### config.mk
export PLATFORM = sky130hd
export DESIGN_NAME = hostreg_port
export DESIGN_NICKNAME = d
export VERILOG_FILES = /design/src/rtl/hostreg_pkg.sv /design/src/rtl/hostreg_strobe_dec.sv /design/src/rtl/hostreg_regfile.sv /design/src/rtl/hostreg_port.sv
export SDC_FILE = /design/constraint.sdc
export NUM_CORES = 1
export LEC_CHECK = 0
export ABC_AREA = 1
export CAP_MARGIN = 15
export CORE_MARGIN = 1
export CORE_UTILIZATION = 25
export CTS_CLUSTER_DIAMETER = 200
export DETAILED_ROUTE_END_ITERATION = 10
export DONT_BUFFER_PORTS = 1
export GPL_ROUTABILITY_DRIVEN = 1
export GPL_TIMING_DRIVEN = 0
export SYNTH_ARGS = -nofsm -noshare
export SYNTH_HDL_FRONTEND = slang
export SYNTH_SLANG_ARGS = --single-unit
### constraint.sdc
create_clock -name clk -period 1.7 [get_ports clk]
set_input_delay 0.34 -clock clk [delete_from_list [all_inputs] [get_ports clk]]
set_output_delay 0.34 -clock clk [all_outputs]
set_load 0.01 [all_outputs]
### src/rtl/hostreg_pkg.sv
package hostreg_pkg;

  typedef enum logic {
    MODE_MEM    = 1'b0,
    MODE_LEGACY = 1'b1
  } port_mode_e;

  // Read drive condition for the current strobe levels
  function automatic logic f_rd_active(input port_mode_e mode,
                                       input logic ce_n,
                                       input logic re_n,
                                       input logic we_n);
    if (mode == MODE_LEGACY) return !ce_n && we_n;
    return !ce_n && !re_n;
  endfunction

  // Write commit condition from previous and current strobe levels
  function automatic logic f_wr_commit(input port_mode_e mode,
                                       input logic prev_ce_n, input logic ce_n,
                                       input logic prev_we_n, input logic we_n,
                                       input logic prev_re_n, input logic re_n);
    if (mode == MODE_LEGACY) return !prev_ce_n && ce_n && !prev_we_n;
    return !prev_ce_n && !ce_n && !prev_we_n && we_n && prev_re_n && re_n;
  endfunction

endpackage

### src/rtl/hostreg_strobe_dec.sv
module hostreg_strobe_dec
  import hostreg_pkg::*;
(
  input  logic       clk,
  input  logic       rst_n,
  input  logic       ce_n,
  input  logic       we_n,
  input  logic       re_n,
  output port_mode_e mode,
  output logic       wr_commit,
  output logic       rd_active
);

  logic prev_ce_n, prev_we_n, prev_re_n;

  always_ff @(posedge clk or negedge rst_n) begin
    if (!rst_n) begin
      prev_ce_n <= 1'b1;
      prev_we_n <= 1'b1;
      prev_re_n <= 1'b1;
      mode      <= MODE_MEM;
    end else begin
      prev_ce_n <= ce_n;
      prev_we_n <= we_n;
      prev_re_n <= re_n;
      if (ce_n) mode <= re_n ? MODE_MEM : MODE_LEGACY;
    end
  end

  assign wr_commit = f_wr_commit(mode, prev_ce_n, ce_n, prev_we_n, we_n, prev_re_n, re_n);
  assign rd_active = f_rd_active(mode, ce_n, re_n, we_n);

  AST_MODE_IDLE_ONLY: assert property (@(posedge clk) disable iff (!rst_n)
    (mode != $past(mode)) |-> $past(ce_n));

  AST_RD_WR_EXCL: assert property (@(posedge clk) disable iff (!rst_n)
    $onehot0({rd_active, wr_commit}));

  AST_NO_SEL_NO_ACT: assert property (@(posedge clk) disable iff (!rst_n)
    (ce_n && $past(ce_n)) |-> (!wr_commit && !rd_active));

endmodule

### src/rtl/hostreg_regfile.sv
module hostreg_regfile #(
  parameter int NUM_REGS   = 16,
  parameter int DATA_W     = 8,
  parameter int CKMON_ADDR = 7,
  parameter int CKMON_BIT  = 5,
  parameter int PDOWN_ADDR = 9,
  parameter int PDOWN_BIT  = 7,
  localparam int ADDR_W    = $clog2(NUM_REGS)
) (
  input  logic              clk,
  input  logic              rst_n,
  input  logic              wr_en,
  input  logic [ADDR_W-1:0] wr_addr,
  input  logic [DATA_W-1:0] wr_data,
  input  logic [ADDR_W-1:0] rd_addr,
  output logic [DATA_W-1:0] rd_data,
  output logic              ckmon_off,
  output logic              pdown_force
);

  logic [DATA_W-1:0] regs [NUM_REGS];

  for (genvar gi = 0; gi < NUM_REGS; gi++) begin : g_reg
    always_ff @(posedge clk or negedge rst_n) begin
      if (!rst_n)                                 regs[gi] <= '0;
      else if (wr_en && (wr_addr == ADDR_W'(gi))) regs[gi] <= wr_data;
    end
  end

  assign rd_data     = regs[rd_addr];
  assign ckmon_off   = regs[CKMON_ADDR][CKMON_BIT];
  assign pdown_force = regs[PDOWN_ADDR][PDOWN_BIT];

  AST_CKMON_HOLD: assert property (@(posedge clk) disable iff (!rst_n)
    !$past(wr_en) |-> $stable(ckmon_off));

  AST_PDOWN_HOLD: assert property (@(posedge clk) disable iff (!rst_n)
    !$past(wr_en) |-> $stable(pdown_force));

endmodule

### src/rtl/hostreg_port.sv
module hostreg_port
  import hostreg_pkg::*;
#(
  parameter int NUM_REGS = 16,
  parameter int DATA_W   = 8,
  localparam int ADDR_W  = $clog2(NUM_REGS)
) (
  input  logic              clk,
  input  logic              rst_n,
  input  logic              host_ce_n,
  input  logic              host_we_n,
  input  logic              host_re_n,
  input  logic [ADDR_W-1:0] host_addr,
  input  logic [DATA_W-1:0] host_wdata,
  output logic [DATA_W-1:0] host_rdata,
  output logic              host_rdata_oe,
  output logic              clk_loss_det_off,
  output logic              pwr_down_force
);

  port_mode_e        mode;
  logic              wr_commit;
  logic              rd_active;
  logic [DATA_W-1:0] rf_rd_data;

  hostreg_strobe_dec u_dec (
    .clk       (clk),
    .rst_n     (rst_n),
    .ce_n      (host_ce_n),
    .we_n      (host_we_n),
    .re_n      (host_re_n),
    .mode      (mode),
    .wr_commit (wr_commit),
    .rd_active (rd_active)
  );

  hostreg_regfile #(
    .NUM_REGS (NUM_REGS),
    .DATA_W   (DATA_W)
  ) u_rf (
    .clk         (clk),
    .rst_n       (rst_n),
    .wr_en       (wr_commit),
    .wr_addr     (host_addr),
    .wr_data     (host_wdata),
    .rd_addr     (host_addr),
    .rd_data     (rf_rd_data),
    .ckmon_off   (clk_loss_det_off),
    .pdown_force (pwr_down_force)
  );

  assign host_rdata_oe = rd_active;
  assign host_rdata    = rd_active ? rf_rd_data : '0;

  AST_OE_NEEDS_SEL: assert property (@(posedge clk) disable iff (!rst_n)
    host_rdata_oe |-> !host_ce_n);

  AST_IDLE_BUS_ZERO: assert property (@(posedge clk) disable iff (!rst_n)
    !host_rdata_oe |-> (host_rdata == '0));

  AST_MEM_NO_WR_ON_RD: assert property (@(posedge clk) disable iff (!rst_n)
    (mode == MODE_MEM && (!host_re_n || $past(!host_re_n))) |-> !wr_commit);

endmodule

=== Word level (Yosys, flattened, before mapping) ===
Cells that the tools add are included.

* Output and inout bits: 11
* Register bits after elaboration: 132
* Word-level logic and storage cells: 77
* Bits of input ports: 17

* Order comparisons: 1
* Reductions and logical operators: 30
* Equal/unequal tests: 15
* Bitwise gates (word level): 1
* Muxes and demuxes: 10

{| class="wikitable"
|+ Operator list
! kind !! number
|-
| $bmux W8 S4 || 1
|-
| $eq A4 B4 Y1 const B || 8
|-
| $logic_and A1 B1 Y1 || 25
|-
| $mux W8 || 3
|-
| $eq A4 B3 Y1 const B || 4
|-
| $eq A4 B2 Y1 const B || 2
|-
| $mux W1 || 6
|-
| $ge A5 B5 Y1 const B || 1
|-
| $not A4 Y5 || 1
|-
| $eq A4 B1 Y1 const B || 1
|-
| $logic_not A1 Y1 || 4
|-
| $logic_not A4 Y1 || 1
|}

=== Logic depth before layout (Yosys ltp) ===
Gate-level depths: netlist of the first run.

* Depth in word-level cells: 8
* Depth in mapped cells: 11
* Gate-level depth less buffers: 9

=== Hierarchy ===
From an unflattened synthesis of the first run, not the netlist that was laid out.

* Cells, all modules: 869
* Area, all modules: 6492.5 um^2

{| class="wikitable"
|+ By module, submodules not included
! module !! area an instance (um^2) !! seq. area each (um^2) !! cells an instance !! times used
|-
| hostreg_regfile || 6262.3 || 3203.1 || 834 || 1
|-
| hostreg_strobe_dec || 165.2 || 103.8 || 18 || 1
|-
| hostreg_port || 65.1 || 0.0 || 17 || 1
|}

=== Worst setup path before layout of the first run ===
OpenSTA, ideal clock, no wires.

* Kind: input to output
* Start point: input host_addr[0]
* End point: output host_rdata[3]
* Arrival: 1.350 ns
* Data required time: 1.360 ns
* Stages: 11
* Path buffers: 2
* Slack: 0.010 ns
* Cells stage by stage: inv_1 > buf_2 > clkbuf_1 > nand2_1 > nand2_1 > nand2_1 > nand2_1 > nand2_1 > nand2_1 > nor2_1 > nor2_1

* Longest elaborated chain between the ends: 5

{| class="wikitable"
|+ Ends and longest elaborated chain
! item !! RTL line !! source
|-
| start, declared || hostreg_port.sv:13 || <nowiki>input logic [ADDR_W-1:0] host_addr,</nowiki>
|-
| $not A4 Y5 (not written as such) || hostreg_regfile.sv:30 || <nowiki>assign rd_data = regs[rd_addr];</nowiki>
|-
| $bmux W8 S4 || hostreg_regfile.sv:30 ||
|-
| $mux W8 (not written as such) (2 in series) || hostreg_regfile.sv:30 ||
|-
| $mux W8 || hostreg_port.sv:53 || <nowiki>assign host_rdata = rd_active ? rf_rd_data : '0;</nowiki>
|-
| end, declared || hostreg_port.sv:15 || <nowiki>output logic [DATA_W-1:0] host_rdata,</nowiki>
|}

No other way between the ends. The select of a mux whose other input is x is not followed.

=== Final worst setup path of the first run ===
* Start point: register u_rf.regs[125] (netlist bit)
* End point: output host_rdata[5]

* Longest elaborated chain between the ends: 4

{| class="wikitable"
|+ Ends and longest elaborated chain
! item !! RTL line !! source
|-
| start, declared || hostreg_regfile.sv:21 || <nowiki>logic [DATA_W-1:0] regs [NUM_REGS];</nowiki>
|-
| start signal, assigned by index || hostreg_regfile.sv:26 || <nowiki>else if (wr_en && (wr_addr == ADDR_W'(gi))) regs[gi] <= wr_data;</nowiki>
|-
| $bmux W8 S4 || hostreg_regfile.sv:30 ||
|-
| $mux W8 (not written as such) (2 in series) || hostreg_regfile.sv:30 ||
|-
| $mux W8 || hostreg_port.sv:53 ||
|}

No other way between the ends. The select of a mux whose other input is x is not followed.

==> metrics.txt, run 1 <==
status=finished with violations; violated checks=hold timing, setup timing; maxcap violations=0; pwr dens=around 1100 mW/mm²; Die W=approximately 160 µm; Worst EP arrival=1.53 ns; row count=58; Via density=4.60; layout cells sized above 1=23.3%; worst-case clock buffer depth=2; number of global-route vias before repair=5,347; commonest cells after routing, fill and taps aside=424 x nand2_1, 127 x dfrtp_1, 70 x o21ai_1; fmax=0.534 GHz; final std cells w/o fill=1,257; M1 GR Usage=20.2%; Initial DRC Count=540; worst hold slack=-0.392 ns; Area Overhead vs Synth=31.9%; dpl cells=roughly 1,200; Worst Skew=0.00690 ns; IO Count=28; unrepaired setup endpoints after global routing=yes; largest net degree at the start of global routing=roughly 130; Max Slew Vio Count=0; GRT Total Usage=14.9%; met2 Usage GRT=a little under a quarter; period utilization=110%; overall routed net length=19,800 µm; worst rel slew slack=between 40% and 50%; Post-Synthesis Cell Area=roughly 0.0065 mm²; TritonRoute pass-1 iters=5; core footprint=~0.025 mm²; most used routing layer=met2; sequential element share of the synthesized area=51.2%; Clock Latency Late Sink=0.43 ns; post-DP HPWL=12,900 µm; synthesized flop and latch total=between 100 and 150; cts bufs inserted=17; class of the worst hold path=input port to async pin; Least-Margin Pin Slew=0.893 ns; Starting Density=25.6%; Nets=930; CP max FO=2; met3 usage=3.11%; VDD IR max=0.000721 V; Clock transition at path regs=0.06 ns; initial antenna violation count=1; CP required=roughly 1.4 ns; routed length per instance=15.7 µm; CTS Hold Bufs=3; number of remaining DRC errors=0; CP Capture Type=output pin; H-tree Lvls=4; IO buf count=0; die height=163 µm; Switching Share=a little over a quarter; Gate power share=14.0%; leakage power=4.10 nW; worst setup slack after layout=-0.174 ns; Final ANT Viol Nets=0; Yosys cell types=19; Synth Net Count=870; sequential power share=41.2%; Routability Congestion=0.888; Design Area, Final=0.00852 mm²; via count=5,784; final-report setup violation count=14; CP Launch Type=register; Final Hold Fails=between 100 and 150; Cells after Synth=853; mean post-synth cell area=roughly 7.6 µm²; Crit Path Class=register to output pin; Yosys warnings=0; clk root buf=clkbuf_16; Placed Area=around 0.007 mm²; Cell Int Power=6.72 mW; Clock Sink Count=132; Clock Power Share=44.8%; commonest non-fill, non-tap cell in the layout=nand2_1; grt ovf=0; post-layout minimum cycle time=1.87 ns; Net Sw Power=2.43 mW; first-pass GRT wire length=29,600 µm; CTS tree=built; Die Area=0.0265 mm²; setup TNS=-0.930 ns
final timing paths:
path | cells after the start | end | start | slack, ns
max in group asynchronous | 0 | u_dec.prev_we_n | rst_n | 1.83
worst max-delay path | 8 | host_rdata[5] | u_rf.regs[125] | -0.17
worst max register to register | 9 | u_rf.regs[58] | u_dec.mode | -0.04
worst min register to register | 2 | u_rf.regs[71] | u_rf.regs[71] | 0.48
worst min-delay path | 0 | u_rf.regs[78] | rst_n | -0.39
min in group clk | 1 | u_dec.mode | host_re_n | 0.03
power groups by stage:
stage	clock, mW	sequential [mW]	combinational, mW
after floorplan	0	3.73	0.727
after global placement	0	3.78	0.967
after detailed placement	0	3.79	0.987
after CTS	4.14	3.74	1.12
after global routing	4.29	3.81	1.42
final	4.10	3.77	1.28
layout make-up:
class	instances	area, µm²
Inverter	19	75.1
Timing Repair Buffer	42	478
Buffer	46	414
Clock inverter	13	205
Multi-Input combinational cell	655	3170
Antenna cell	1	2.50
Clock buffer	19	453
Tap cell	330	413
Fill cell	2646	16700
Sequential cell	132	3310
cell families (layout without fill, tap and decap cells):
family | count (synthesis) | in the layout | synth area share, %
and+or+nand+nor | 523 | 523 | 32.6
other | 0 | 1 | 0
buffers and inverters | 66 | 139 | 5.65
DFF | 132 | 132 | 51.2
AOI/OAI and AO/OA | 132 | 132 | 10.6
synthesized netlist by cell type:
cell | number | share of area [%]
inv_1 | 17 | 0.99
nand3_1 | 6 | 0.46
dfstp_2 | 3 | 1.2
o21ai_0 | 103 | 8.0
o21ai_2 | 1 | 0.14
buf_2 | 16 | 1.2
buf_8 | 2 | 0.46
o211ai_1 | 1 | 0.12
o21ai_1 | 26 | 2.0
a211oi_4 | 1 | 0.31
buf_1 | 1 | 0.058
dfrtp_1 | 129 | 50
nor2_1 | 32 | 1.9
nand3_4 | 10 | 2.7
nand2_1 | 475 | 28
clkbuf_1 | 18 | 1.0
clkinv_1 | 1 | 0.058
inv_2 | 1 | 0.058
buf_6 | 10 | 1.7
state kept, by name, summed over array words and instances, names as in the netlist:
signal and flops:
u_dec.prev_we_n 1, u_rf.pdown_force 1, u_rf.ckmon_off 1, u_dec.prev_ce_n 1
u_rf.regs 126, u_dec.mode 1, u_dec.prev_re_n 1
layer usage:
layer / vias up / part of all wire [%]
li1: 2804 / -
met1: 2794 / 46
met2: 149 / 46
met3: 37 / 4.4
met4: 0 / 3.7
met5: - / 0
per-stage QoR:
step | hold WS (ns) | setup slack (ns) | utilization [%] | power (mW)
after floorplan | 0.0444 | 0.0104 | - | 4.46
after detailed placement | 0.0580 | -0.557 | 27.2 | 4.78
after CTS | -0.395 | -0.194 | 31.3 | 9.01
after global routing | -0.407 | -0.231 | 33.7 | 9.52
after global placement | 0.0584 | -0.546 | 27.2 | 4.75
final | -0.392 | -0.174 | 33.7 | 9.15
worst max-delay path: stages (launching register included):
cell and delay, ns:
dfrtp_1 0.39, nand2_1 0.07, nand2_1 0.09, nand2_1 0.12
nand2_1 0.06, nand2_1 0.05, nand2_1 0.07, nor2_2 0.17
nor2_2 0.07
what timing repair did:
action,4_1_cts,5_1_grt
endpoints found under the setup margin,122,88
resized for setup,78,168
buffers inserted,8,18
hold endpoints to repair,135,132
pin swaps,30,47
gates cloned,1,12
Power figures use the tool's default switching activity.
==> run 2: changes to the inputs <==
Settings changed: ABC_CLOCK_PERIOD_IN_PS set to 1700, GPL_ROUTABILITY_DRIVEN 1 to 0.
==> results of run 2 <==
Same layout as run 1: the final DEF is identical, and so are final timing and power.
==> run 3: changes to the inputs <==
Settings changed: CORE_ASPECT_RATIO set to 0.9, GPL_TIMING_DRIVEN 0 to not set.
==> metrics.txt, run 3 (synthesis results as in run 1) <==
GRT Total Usage=14.5%; Clock Latency Late Sink=approximately 0.43 ns; row count=55; Worst Reg-to-Reg Cells=9; class of the worst hold path=input port to async pin; Placed Area=approximately 0.0070 mm²; Worst Skew=0.00590 ns; Clock transition at path regs=0.06 ns; fmax=0.524 GHz; Design Area, Final=slightly above 0.008 mm²; Starting Density=25.6%; CTS tree=built; violated checks=hold timing, setup timing; pre-CTS setup slack=-0.0990 ns; number of remaining DRC errors=0; status=finished with violations; initial antenna violation count=0; clk root buf=clkbuf_16; CP Launch Type=register; CTS Hold Bufs=3; via count=5,633; CP delay by family, top=simple AND/OR/NAND/NOR gates; crit path from=u_rf.regs[20]; Nets=between 900 and 1,000; layout cells sized above 1=about 17%; largest net degree at the start of global routing=approximately 130; routed length per instance=approximately 15 µm; H-tree Lvls=4; first-pass GRT wire length=29,400 µm; CP Capture Type=output pin; Final Hold Fails=132; commonest cells after routing, fill and taps aside=451 x nand2_1, 128 x dfrtp_1, 93 x o21ai_0; post-layout minimum cycle time=1.91 ns; worst-case clock buffer depth=2; cell mode on critical path=nand2_1; unrepaired setup endpoints after global routing=yes; core footprint=between 0.02 and 0.03 mm²; CP max FO=2; VDD IR max=0.000748 V; Worst EP arrival=around 1.6 ns; grt ovf=0; Area Overhead vs Synth=25.8%; CP required=1.36 ns; Die W=171 µm; die height=roughly 150 µm; Final ANT Viol Nets=0; crit path max-delay cell type=dfrtp_1; Die Area=0.0265 mm²; Via density=4.53; Bufs and invs on worst path=1; TritonRoute pass-1 iters=5; maxcap violations=0; CP Cell Sequence=nand2_1 > nand2_1 > nand2_1 > nand2_1 > nand2_2 > nand2_1 > nor2_2 > nor2_1 > buf_4; IO buf count=0; pwr dens=~1100 mW/mm²; worst setup slack after layout=-0.208 ns; Least-Margin Pin Slew=approximately 0.64 ns; Crit Path Class=register to output pin; period utilization=112%; final-report setup violation count=32; Clock Sink Count=132; max FFs per register=126; largest register by flop count=u_rf.regs; cts bufs inserted=17; Crit path depth=9; number of global-route vias before repair=5,279; R2R Path Start=u_dec.mode; Initial DRC Count=511; # diodes=0; commonest non-fill, non-tap cell in the layout=nand2_1; worst rel slew slack=57.3%; post-DP HPWL=11,100 µm; slowest stage delay, CP=0.38 ns; IO Count=28; worst hold slack=-0.386 ns; leakage power=3.96 nW; overall routed net length=18,700 µm; Max Slew Vio Count=0
-- run 3: changes by cell type in the layout (fill, tap and decap cells not counted), moves of 4 or more --
cell      before  now
o21ai_0       45   93
buf_12         3    9
o21ai_2       14    1
buf_2          6    1
buf_4         20   41
nor2_4        14   10
nand2_1      424  451
buf_6         31    5
clkbuf_8       6    2
nand2_2       46   23
nand2_4        5    1
clkbuf_2       4    0
clkbuf_1       8    0
o21ai_1       70   35
-- run 3: layout make-up --
class,count,area (µm²)
inverter,19,71.3
clock inverter,13,181
tap,342,428
sequential,132,3310
fill,2633,17100
clock buffer,19,453
multi-input combinational,655,3000
timing repair buffer,64,687
-- run 3: path summary, 6_finish.rpt --
path / endpoint / slack [ns]
setup / recovery: host_rdata[4] / -0.21
hold / removal: u_rf.regs[58] / -0.39
setup reg to reg: u_rf.regs[47] / -0.05
hold reg to reg: u_rf.regs[66] / 0.48
max in group asynchronous: u_rf.regs[68] / 1.86
min in group clk: u_dec.mode / 0.04
-- run 3: metal layers --
| metal | share of wire [%] | up-vias | track usage [%] |
|---|---|---|---|
| met1 | 49 | 2707 | 21.0 |
| li1 | - | 2747 | - |
| met4 | 1.1 | 0 | 4.00 |
| met2 | 43 | 160 | 20.9 |
| met5 | 0 | - | 0 |
| met3 | 6.5 | 19 | 3.74 |
-- run 3: what timing repair did --
action	in CTS	in global routing
buffers inserted	4	15
setup endpoints to repair	9	19
pin swaps	36	14
hold endpoints to repair	135	132
gates cloned	0	6
resized for setup	38	38
-- run 3: stage by stage --
step	power [mW]	setup TNS (ns)	utilization, %	cells
after floorplan	4.46	0	-	853
after global placement	4.74	-0.240	27.6	1184
after detailed placement	4.76	-0.255	27.6	1184
after CTS	8.77	-1.13	30.8	1223
after global routing	9.24	-9.99	32.2	1244
final	8.84	-1.42	32.2	1244
-- run 3: where the power goes --
group          internal [mW]  switching (mW)  total, mW
Sequential              3.53           0.231       3.76
Combinational          0.491           0.651       1.14
Clock                   2.52            1.42       3.94
